==> config.mk <==
export PLATFORM = sky130hd
export DESIGN_NAME = load_use_hazard_unit
export DESIGN_NICKNAME = d
export VERILOG_FILES = /design/src/rtl/hz_pkg.sv /design/src/rtl/hz_src_decode.sv /design/src/rtl/hz_load_probe.sv /design/src/rtl/hz_compare.sv /design/src/rtl/load_use_hazard_unit.sv
export SDC_FILE = /design/constraint.sdc
export NUM_CORES = 1
export LEC_CHECK = 0
export BUFFER_PORTS_ARGS = -buffer_cell sky130_fd_sc_hd__buf_2
export CAP_MARGIN = 25
export CORE_AREA = 5 5 43 45
export CTS_CLUSTER_SIZE = 28
export DETAILED_ROUTE_END_ITERATION = 8
export DIE_AREA = 0 0 48 50
export GPL_TIMING_DRIVEN = 1
export PLACE_DENSITY_LB_ADDON = 0.08
export SYNTH_ARGS = -nofsm -noshare
export SYNTH_HDL_FRONTEND = slang
export SYNTH_SLANG_ARGS = --single-unit
==> constraint.sdc <==
create_clock -name clk -period 2.84 [get_ports clk]
set_input_delay 0.568 -clock clk [delete_from_list [all_inputs] [get_ports clk]]
set_output_delay 0.568 -clock clk [all_outputs]
set_load 0.01 [all_outputs]
==> src/rtl/hz_pkg.sv <==
package hz_pkg;
    localparam int INSTR_W = 32;
    localparam int OP_W    = 6;
    localparam int REG_W   = 5;
    localparam int OP_HI   = INSTR_W - 1;
    localparam int OP_LO   = INSTR_W - OP_W;
    localparam int SA_HI   = OP_LO - 1;
    localparam int SA_LO   = OP_LO - REG_W;
    localparam int SB_HI   = SA_LO - 1;
    localparam int SB_LO   = SA_LO - REG_W;
    localparam int NUM_SRC = 2;

    typedef enum logic [0:0] {ST_FLOW, ST_STALL} hz_state_t;

    typedef struct packed {
        logic [NUM_SRC-1:0]            used;
        logic [NUM_SRC-1:0][REG_W-1:0] idx;
    } src_use_t;

    function automatic logic is_mem_read(input logic [OP_W-1:0] op);
        case (op)
            6'h20, 6'h21, 6'h23, 6'h24, 6'h25: return 1'b1;
            default:                           return 1'b0;
        endcase
    endfunction
endpackage

==> src/rtl/hz_src_decode.sv <==
module hz_src_decode
    import hz_pkg::*;
(
    input  logic [INSTR_W-1:0] instr,
    output src_use_t           srcs
);
    logic [OP_W-1:0] op;
    logic            reads_a;
    logic            reads_b;
    logic            unused_tail;

    assign op          = instr[OP_HI:OP_LO];
    assign unused_tail = ^instr[SB_LO-1:0];

    always_comb begin
        reads_a = 1'b0;
        reads_b = 1'b0;
        case (op)
            6'h00, 6'h04, 6'h05, 6'h28, 6'h29, 6'h2B: begin
                reads_a = 1'b1;
                reads_b = 1'b1;
            end
            6'h08, 6'h09, 6'h0A, 6'h0B, 6'h0C, 6'h0D, 6'h0E,
            6'h20, 6'h21, 6'h23, 6'h24, 6'h25: begin
                reads_a = 1'b1;
            end
            default: ;
        endcase
    end

    assign srcs.used = {reads_b, reads_a};
    assign srcs.idx  = {instr[SB_HI:SB_LO], instr[SA_HI:SA_LO]};
endmodule

==> src/rtl/hz_load_probe.sv <==
module hz_load_probe
    import hz_pkg::*;
(
    input  logic [INSTR_W-1:0] instr,
    output logic               live,
    output logic [REG_W-1:0]   dest
);
    logic unused_rest;

    assign unused_rest = ^{instr[SA_HI:SA_LO], instr[SB_LO-1:0]};
    assign dest        = instr[SB_HI:SB_LO];
    assign live        = is_mem_read(instr[OP_HI:OP_LO]) && (dest != '0);
endmodule

==> src/rtl/hz_compare.sv <==
module hz_compare
    import hz_pkg::*;
(
    input  src_use_t         srcs,
    input  logic             live,
    input  logic [REG_W-1:0] dest,
    output logic             hit
);
    logic [NUM_SRC-1:0] match;

    for (genvar g = 0; g < NUM_SRC; g++) begin : g_port
        assign match[g] = srcs.used[g] && (srcs.idx[g] == dest);
    end

    assign hit = live && (|match);
endmodule

==> src/rtl/load_use_hazard_unit.sv <==
module load_use_hazard_unit
    import hz_pkg::*;
(
    input  logic               clk,
    input  logic               rst_n,
    input  logic [INSTR_W-1:0] ifid_instr,
    input  logic [INSTR_W-1:0] idex_instr,
    output logic               pc_write,
    output logic               ifid_write,
    output logic               idex_bubble
);
    hz_state_t        state_q;
    hz_state_t        state_d;
    src_use_t         young_srcs;
    logic             old_live;
    logic [REG_W-1:0] old_dest;
    logic             raw_hit;

    hz_src_decode u_src (
        .instr (ifid_instr),
        .srcs  (young_srcs)
    );

    hz_load_probe u_probe (
        .instr (idex_instr),
        .live  (old_live),
        .dest  (old_dest)
    );

    hz_compare u_cmp (
        .srcs (young_srcs),
        .live (old_live),
        .dest (old_dest),
        .hit  (raw_hit)
    );

    // state register
    always_ff @(posedge clk or negedge rst_n) begin
        if (!rst_n) state_q <= ST_FLOW;
        else        state_q <= state_d;
    end

    // transitions: HIT, KEEP, RESUME
    always_comb begin
        state_d = state_q;
        unique case (state_q)
            ST_FLOW:  state_d = raw_hit ? ST_STALL : ST_FLOW;
            ST_STALL: state_d = ST_FLOW;
            default:  state_d = ST_FLOW;
        endcase
    end

    // outputs: older word is a bubble while in STALL
    always_comb begin
        pc_write    = 1'b1;
        ifid_write  = 1'b1;
        idex_bubble = 1'b0;
        unique case (state_q)
            ST_FLOW: begin
                if (raw_hit && rst_n) begin
                    pc_write    = 1'b0;
                    ifid_write  = 1'b0;
                    idex_bubble = 1'b1;
                end
            end
            ST_STALL: ;
            default: ;
        endcase
    end
endmodule

=== Word level (Yosys, flattened, before mapping) ===
Index checks and enable logic that the tools add are counted.

* Register bits after elaboration: 1
* Output and inout port bits: 3

* Eq/ne operators: 24
* Multiplexer cells: 9
* Bitwise logic cells: 1
* Reduce and logical (&&, ||, !) cells: 11

{| class="wikitable"
|+ Operators with widths
! cell !! count
|-
| $eq 6x6->1 const B || 13
|-
| $eq 6x4->1 const B || 7
|-
| $reduce_or 18->1 || 1
|-
| $eq 6x3->1 const B || 2
|-
| $eq 5x5->1 || 2
|-
| $mux 1 || 8
|-
| $logic_not 6->1 || 1
|-
| $reduce_or 6->1 || 1
|-
| $logic_and 1x1->1 || 5
|-
| $reduce_bool 5->1 || 1
|-
| $reduce_or 5->1 || 1
|-
| $pmux 1 s2 || 1
|-
| $reduce_or 2->1 || 1
|-
| $not 1->1 || 1
|}

=== Depth between registers and ports, before layout ===
Gate-level depths: netlist of the first run.

* Word-level depth: 9
* Depth in mapped cells: 5
* Gate-level depth less buffers: 4

=== Cells and area by module ===
From an unflattened synthesis of the first run, not the netlist that was laid out.

* Cell total of the unflattened synthesis: 55
* Area total of the unflattened synthesis: 404.1 um2

{| class="wikitable"
|+ Modules (own cells, without submodules)
! module !! instances !! cells an instance !! area an instance (um2)
|-
| hz_src_decode || 1 || 24 || 158.9
|-
| hz_compare || 1 || 15 || 116.4
|-
| hz_load_probe || 1 || 11 || 70.1
|-
| load_use_hazard_unit || 1 || 5 || 58.8
|}

=== Worst setup path before layout of the first run ===
Ideal clock, no wire load.

* Path kind: input -> output
* Start point: in idex_instr[29]
* End point: out pc_write
* Data arrival time: 1.984 ns
* Data required time: 2.272 ns
* Setup slack: 0.288 ns
* Cell stages on the path: 4
* Path buffers: 1
* Path through: or4_1 > a221o_1 > a2111o_1 > buf_4

* Longest elaborated chain between the ends: 8
* Elaborated cells between the ends (all ways): 12
* Classes of those cells: eq/ne: 5; mux: 3; reduce/logical: 4

{| class="wikitable"
|+ RTL lines
! element !! line !! text
|-
| from (decl) || load_use_hazard_unit.sv:7 || <nowiki>input logic [INSTR_W-1:0] idex_instr,</nowiki>
|-
| $eq 6x6->1 || hz_pkg.sv:21 || <nowiki>case (op)</nowiki>
|-
| $reduce_or 5->1 * || hz_pkg.sv:21 ||
|-
| $mux 1 * || hz_pkg.sv:21 ||
|-
| $logic_and 1x1->1 * || hz_load_probe.sv:12 || <nowiki>assign live = is_mem_read(instr[OP_HI:OP_LO]) && (dest != '0);</nowiki>
|-
| $logic_and 1x1->1 * || hz_compare.sv:15 || <nowiki>assign hit = live && (|match);</nowiki>
|-
| $logic_and 1x1->1 * || load_use_hazard_unit.sv:60 || <nowiki>if (raw_hit && rst_n) begin</nowiki>
|-
| $mux 1 * (2 in series) || n/a ||
|-
| to (decl) || load_use_hazard_unit.sv:8 || <nowiki>output logic pc_write,</nowiki>
|}

Every way passes the cells marked *; elsewhere a longest branch is shown, timed or not.

=== Worst setup path after layout of the first run ===
* Start point: in ifid_instr[30]
* End point: out pc_write

* Longest elaborated chain between the ends: 9
* Elaborated cells between the ends (all ways): 29
* Classes of those cells: eq/ne: 17; mux: 4; reduce/logical: 8

{| class="wikitable"
|+ RTL lines
! element !! line !! text
|-
| from (decl) || load_use_hazard_unit.sv:6 || <nowiki>input logic [INSTR_W-1:0] ifid_instr,</nowiki>
|-
| $eq 6x4->1, or another cell as far along || hz_src_decode.sv:18 || <nowiki>case (op)</nowiki>
|-
| $reduce_or 18->1 (no source line) / $reduce_or 6->1 (equally long branches) || n/a ||
|-
| $mux 1 || hz_src_decode.sv:18 ||
|-
| $logic_and 1x1->1 || hz_compare.sv:12 || <nowiki>assign match[g] = srcs.used[g] && (srcs.idx[g] == dest);</nowiki>
|-
| $reduce_or 2->1 * || hz_compare.sv:15 ||
|-
| $logic_and 1x1->1 * || hz_compare.sv:15 ||
|-
| $logic_and 1x1->1 * || load_use_hazard_unit.sv:60 ||
|-
| $mux 1 * || load_use_hazard_unit.sv:60 ||
|-
| $mux 1 * || load_use_hazard_unit.sv:58 || <nowiki>unique case (state_q)</nowiki>
|}

Marks and branches as above.

==> results of run 1 <==
-- stage by stage --
step	hold WS (ns)	utilization, %	cells	setup slack (ns)
after floorplan	0.272	-	36	0.288
after global placement	0.351	31.3	82	0.229
after detailed placement	0.349	31.3	82	0.213
after CTS	0.349	31.3	82	0.217
after global routing	0.352	31.3	82	0.148
final	0.349	31.3	82	0.228
-- worst max path at each step --
stage	start	slack [ns]	depth (start not counted)	to
floorplan	idex_instr[29]	0.29	4	pc_write
global placement	idex_instr[30]	0.23	6	ifid_write
detailed placement	idex_instr[30]	0.21	6	pc_write
CTS	idex_instr[30]	0.22	6	pc_write
global route	idex_instr[30]	0.15	6	idex_bubble
finish	ifid_instr[30]	0.23	5	pc_write
-- logic make-up after synthesis --
group / Yosys count / share of synthesized area [%]
AOI/OAI and AO/OA: 9 / 28.0
xor gates and xnor gates: 10 / 31.1
buffers and inverters: 3 / 5.34
DFF: 1 / 8.89
and+or+nand+nor: 13 / 26.7
-- per-layer routing --
layer  routed length [um]  part of all wire [%]
met1                  332                    37
met2                  481                    54
met3                   74                   8.3
met4                    0                     0
met5                    0                     0
-- Yosys cell counts --
master / instances
a2111o_1: 1
a2111oi_0: 1
a2111oi_2: 1
a211oi_1: 1
a21oi_1: 1
a221o_1: 1
and2b_2: 1
buf_4: 1
dfrtp_1: 1
inv_1: 2
nand2_1: 2
nand2b_1: 2
nand3_1: 1
nor2_1: 1
nor2b_1: 1
nor3_1: 2
nor4_1: 1
o211ai_1: 1
o22ai_1: 1
o31ai_1: 1
or4_1: 2
xnor2_1: 2
xor2_1: 8
-- power breakdown --
part	leakage, nW	internal, W	switching, W
clock network	0	0	0
registers	0.0140	0.0000145	0.00000000344
logic	0.200	0.0000256	0.0000219
-- layout make-up --
| type | count | area, sq um |
|---|---|---|
| sequential | 1 | 25.0 |
| inverter | 2 | 7.51 |
| timing repair buffer | 31 | 155 |
| tap | 16 | 20.0 |
| fill | 174 | 987 |
| multi-input combinational | 32 | 241 |
-- cells in the final DEF (no fill, tap or decap) --
cell	instances
buf_2	31
xor2_1	8
inv_1	2
nand2_1	2
nor3_1	2
xnor2_1	2
nand2b_1	2
or4_1	2
a2111oi_0	1
nor2b_1	1
nor2_1	1
nor4_1	1
o211ai_1	1
nand3_1	1
o31ai_1	1
a221o_1	1
a21oi_1	1
and2b_2	1
o22ai_1	1
a211oi_1	1
a2111oi_2	1
a2111o_1	1
dfrtp_1	1
==> metrics.txt, run 1 <==
status=completed; Design Power=just over 0.00006 W; num ports=69; Hold Vio Cnt, Final=0; CP top delay family=compound AO/OA/AOI/OAI gates; grt met1 use=under 10%; crit-path cells=buf_2 -> or4_1 -> a221o_1 -> a2111o_1 -> buf_2; largest cells by area after synthesis=xor2_1 (25%), dfrtp_1 (8.9%), xnor2_1 (6.2%); post-layout min period=between 2 and 3 ns; Arr. time, crit path=2.04 ns; distinct cell type count of the synthesized netlist=23; total track usage=about 7.1%; max reg flops=1; Crit path required time=about 2.3 ns; Worst R2R Path Depth=3; largest net degree at the start of global routing=6; drt pass-1 iters=4; first-pass GRT wire length=about 1400 um; initial antenna violation count=0; crit path max fanout=3; fin area=around 450 sq um; top cell type's share of synthesized area=between 20% and 30%; ANT nets after route=0; Tightest Pin Transition=between 0.3 and 0.4 ns; P&R area growth vs syn=59.6%; Hold Path Class=input pin to async pin; Startpoint Class=input pin; setup bufs post-CTS=0; routed len/inst=~11 um; die height=roughly 50 um; Most Crowded Layer GR=met2; biggest regs=state_q (1); Finish-stage setup viols=0; yosys synthesis warning count=0; Mapped Cells=36; WS Path Type=input pin to output port; PortBufs=31; area leader, netlist=xor2_1; CP max-delay cell=or4_1; ant diodes=0; syn avg cell area=between 7 and 8 sq um; r2r setup slk=between 1 and 1.5 ns; clk_lat worst skew=0 ns; slew margin rel.=74.3%; Die ar.=approximately 2400 sq um; Worst R2R End=state_q; # nets final=between 100 and 150; Worst IR Drop VDD=about 70 uV; pwr dens=~140 nW/um^2; CP Buf/Inv Count=2; met2 Track Usage GR=12.8%; routed via count=approximately 380; Die Wd=48 um; Placer Congestion=0.622; RSZ-0062 raised after global routing=false; MaxCap Viol Count=0; CTS Hold Bufs=0; register area share after synthesis=8.89%; drt first-iter violations=2; Reg with most FFs=state_q; CP dominant cell by count=buf_2; crit path capture type=output port; Tcrit/Tclk final=92.0%; Lkg Pwr=0.214 nW; Max Freq=approximately 380 MHz; post-synthesis net count=102; Residual DRC=0; layout cell share with drive strength beyond 1=50.0%; Mapped Area=282 sq um; Rows=14; Largest stage delay, worst path=around 0.49 ns; Starting Density=19.6%; worst reg2reg startpoint=state_q; placed cell area=449 sq um; DR vias/cell=roughly 4.6; Core ar.=1440 sq um; clk_skew=0 ns; total wire length=roughly 890 um; vias in the first global route=350; cts repair resizes=0; gr ovfl total=0; Slew Limit Fails=0; GR Util met3=0.364%; #FFs+latches synth=1; clk slew on worst S/H paths=0 ns; setup_tns=0 ns
Note: power is estimated with default switching activity, not from simulation.
==> run 2, diff against run 1 <==
ABC_AREA = 1   (was default)
CORE_AREA = 5 5 45 47   (was 5 5 43 45)
DIE_AREA = 0 0 50 52   (was 0 0 48 50)
==> metrics.txt, run 2 <==
Core ar.=1610 sq um (+12%); post-DP HPWL=929 um; post-synthesis net count=151 (+48%); total wire length=993 um (+12%); register area=25.0 sq um (unchanged); Tcrit/Tclk final=73.9% (-18 points); biggest regs=state_q (1); Finish-stage setup viols=0 (unchanged); area leader, netlist=nand2_1; cell with the most instances after synthesis=nand2_1; status=completed; most common cell after layout, fill and taps aside=buf_2; Tightest Pin Transition=0.195 ns (-0.180 ns); pwr dens=128 nW/um^2 (-6.9%); setup bufs post-CTS=0 (unchanged); total track usage=6.17% (-0.91 points); most frequent cells in the layout=buf_2 (31), nand2_1 (28), inv_1 (18); die height=52 um (+4.0%); clk_skew=0 ns (unchanged); Hold Path Class=input pin to async pin; Residual DRC=0 (unchanged); ANT nets after route=0 (unchanged); Rows=15 (+1); routed length on met2=495 um (+2.9%); Lkg Pwr=0.384 nW (+79%); top cell type's share of synthesized area=26.6% (+1.7 points); max reg flops=1 (unchanged); routed via count=571 (+52%); # nets final=183 (+37%); crit path max fanout=3 (unchanged); DR WL met3=89 um (+20%); Starting Density=24.5% (+4.9 points); Placer Congestion=0.682 (+9.8%); Filler cells=205 (+18%); Die ar.=2600 sq um (+8.3%); syn avg cell area=4.65 sq um (-41%); Main synth FF type=dfrtp_1; DR top layer=met3; post-layout min period=2.10 ns (-0.513 ns); slew margin rel.=86.9% (+13 points); Arr. time, crit path=1.53 ns (-0.51 ns); Slew Limit Fails=0 (unchanged); vias in the first global route=419 (+20%); num ports=69 (unchanged); drt pass-1 iters=4 (unchanged); cts repair resizes=0 (unchanged); EDFF count, synth=0 (unchanged); setup_tns=0 ns (unchanged); Worst IR Drop VDD=75.1 uV (+6.6%); initial antenna violation count=0 (unchanged); fin area=564 sq um (+26%); hold_ws=0.358 ns (+0.00976 ns); ant diodes=0 (unchanged); Crit path required time=2.27 ns (about the same); drt first-iter violations=10 (+8); fraction of registers with async set or reset after synthesis=100% (unchanged); CP dominant cell by count=nand2_1; Startpoint Class=input pin; routed len/inst=7.52 um (-30%); CP top delay family=simple AND/OR/NAND/NOR gates; Largest stage delay, worst path=0.17 ns (-0.32 ns); Die Wd=50 um (+4.2%); Hold Vio Cnt, Final=0 (unchanged); area of the multi-input gates=288 sq um (+19%); CP Buf/Inv Count=3 (+1); Mapped Cells=85 (+140%); gr ovfl total=0 (unchanged); RSZ-0062 raised after global routing=false; placed cell area=564 sq um (+26%); distinct cell type count of the synthesized netlist=15 (-35%); WL met1=409 um (+23%); MaxCap Viol Count=0 (unchanged); crit-path cells=buf_2 -> inv_1 -> nand2_1 -> nand2_1 -> nand2_1 -> nor2_1 -> nand2_1 -> a21oi_2 -> nand2_2 -> nor2_2 -> buf_2; first-pass GRT wire length=1410 um (+3.5%); Max Freq=476 MHz (+24%); Mapped Area=395 sq um (+40%); largest cells by area after synthesis=nand2_1 (27%), inv_1 (17%), nor2_1 (11%); CP max-delay cell=a21oi_2; largest net degree at the start of global routing=7 (+1); P&R area growth vs syn=42.7%; DR vias/cell=4.33 (-5.7%); PortBufs=31 (unchanged); CTS Hold Bufs=0 (unchanged); register area share after synthesis=6.33% (-2.6 points); clk slew on worst S/H paths=0 ns (unchanged); #FFs+latches synth=1 (unchanged); synth cell count leaders=nand2_1 (28), inv_1 (18), nor2_1 (12); yosys synthesis warning count=0 (unchanged); crit path capture type=output port; Reg with most FFs=state_q; clk_lat worst skew=0 ns (unchanged); layout cell share with drive strength beyond 1=33.9% (-16 points); WS Path Type=input pin to output port
-- run 2: changes by cell type in the layout (fill, tap and decap cells not counted), moves of 3 or more --
cell / previous run / this run
inv_1: 2 / 18
nand2_1: 2 / 28
nand2_2: 0 / 3
nand3_1: 1 / 8
nor2_1: 1 / 12
xor2_1: 8 / 3
-- run 2: power by group --
group	total, W	internal (W)	leakage [nW]	switching, W
registers	0.0000145	0.0000145	0.0140	0.00000000264
clock network	0	0	0	0
logic	0.0000579	0.0000272	0.370	0.0000308
total	0.0000725	0.0000417	0.384	0.0000308
-- run 2: cells by family after synthesis --
kind of cell	after synthesis	synth area share, %
compound gates	4	6.01
xor+xnor	3	6.65
buf+inv	21	20.9
flops	1	6.33
simple gates	56	60.1
-- run 2: cell type report --
type | count | share of cell area, %
well taps | 17 | 3.77
multi-input cells | 63 | 51.0
inverters | 20 | 13.3
flip-flops and latches | 1 | 4.43
repair buffers | 31 | 27.5
-- run 2: through the flow --
step / total power [W] / instances / util, % / worst slack, ns
4_1_cts: 0.0000735 / 132 / 35.0 / 0.718
3_3_place_gp: 0.0000725 / 132 / 35.0 / 0.747
6_report: 0.0000725 / 132 / 35.0 / 0.741
5_1_grt: 0.0000810 / 132 / 35.0 / 0.605
3_5_place_dp: 0.0000732 / 132 / 35.0 / 0.724
2_1_floorplan: 0.0000441 / 85 / - / 0.898
-- run 2: worst paths after layout --
path | startpoint | to | cells past startpoint | slack (ns)
max | idex_instr[20] | idex_bubble | 11 | 0.74
min | rst_n | state_q | 1 | 0.36
max reg2reg | state_q | state_q | 5 | 1.88
min reg2reg | state_q | state_q | 5 | 0.62
max in group asynchronous | rst_n | state_q | 1 | 2.38
min in group clk | state_q | state_q | 5 | 0.62
-- run 2: metal layers --
metal  global-route usage [%]  vias up
met5                        0        -
met4                        0        0
met3                    0.860        0
met2                     12.3       17
met1                     7.16      244
li1                         -      310
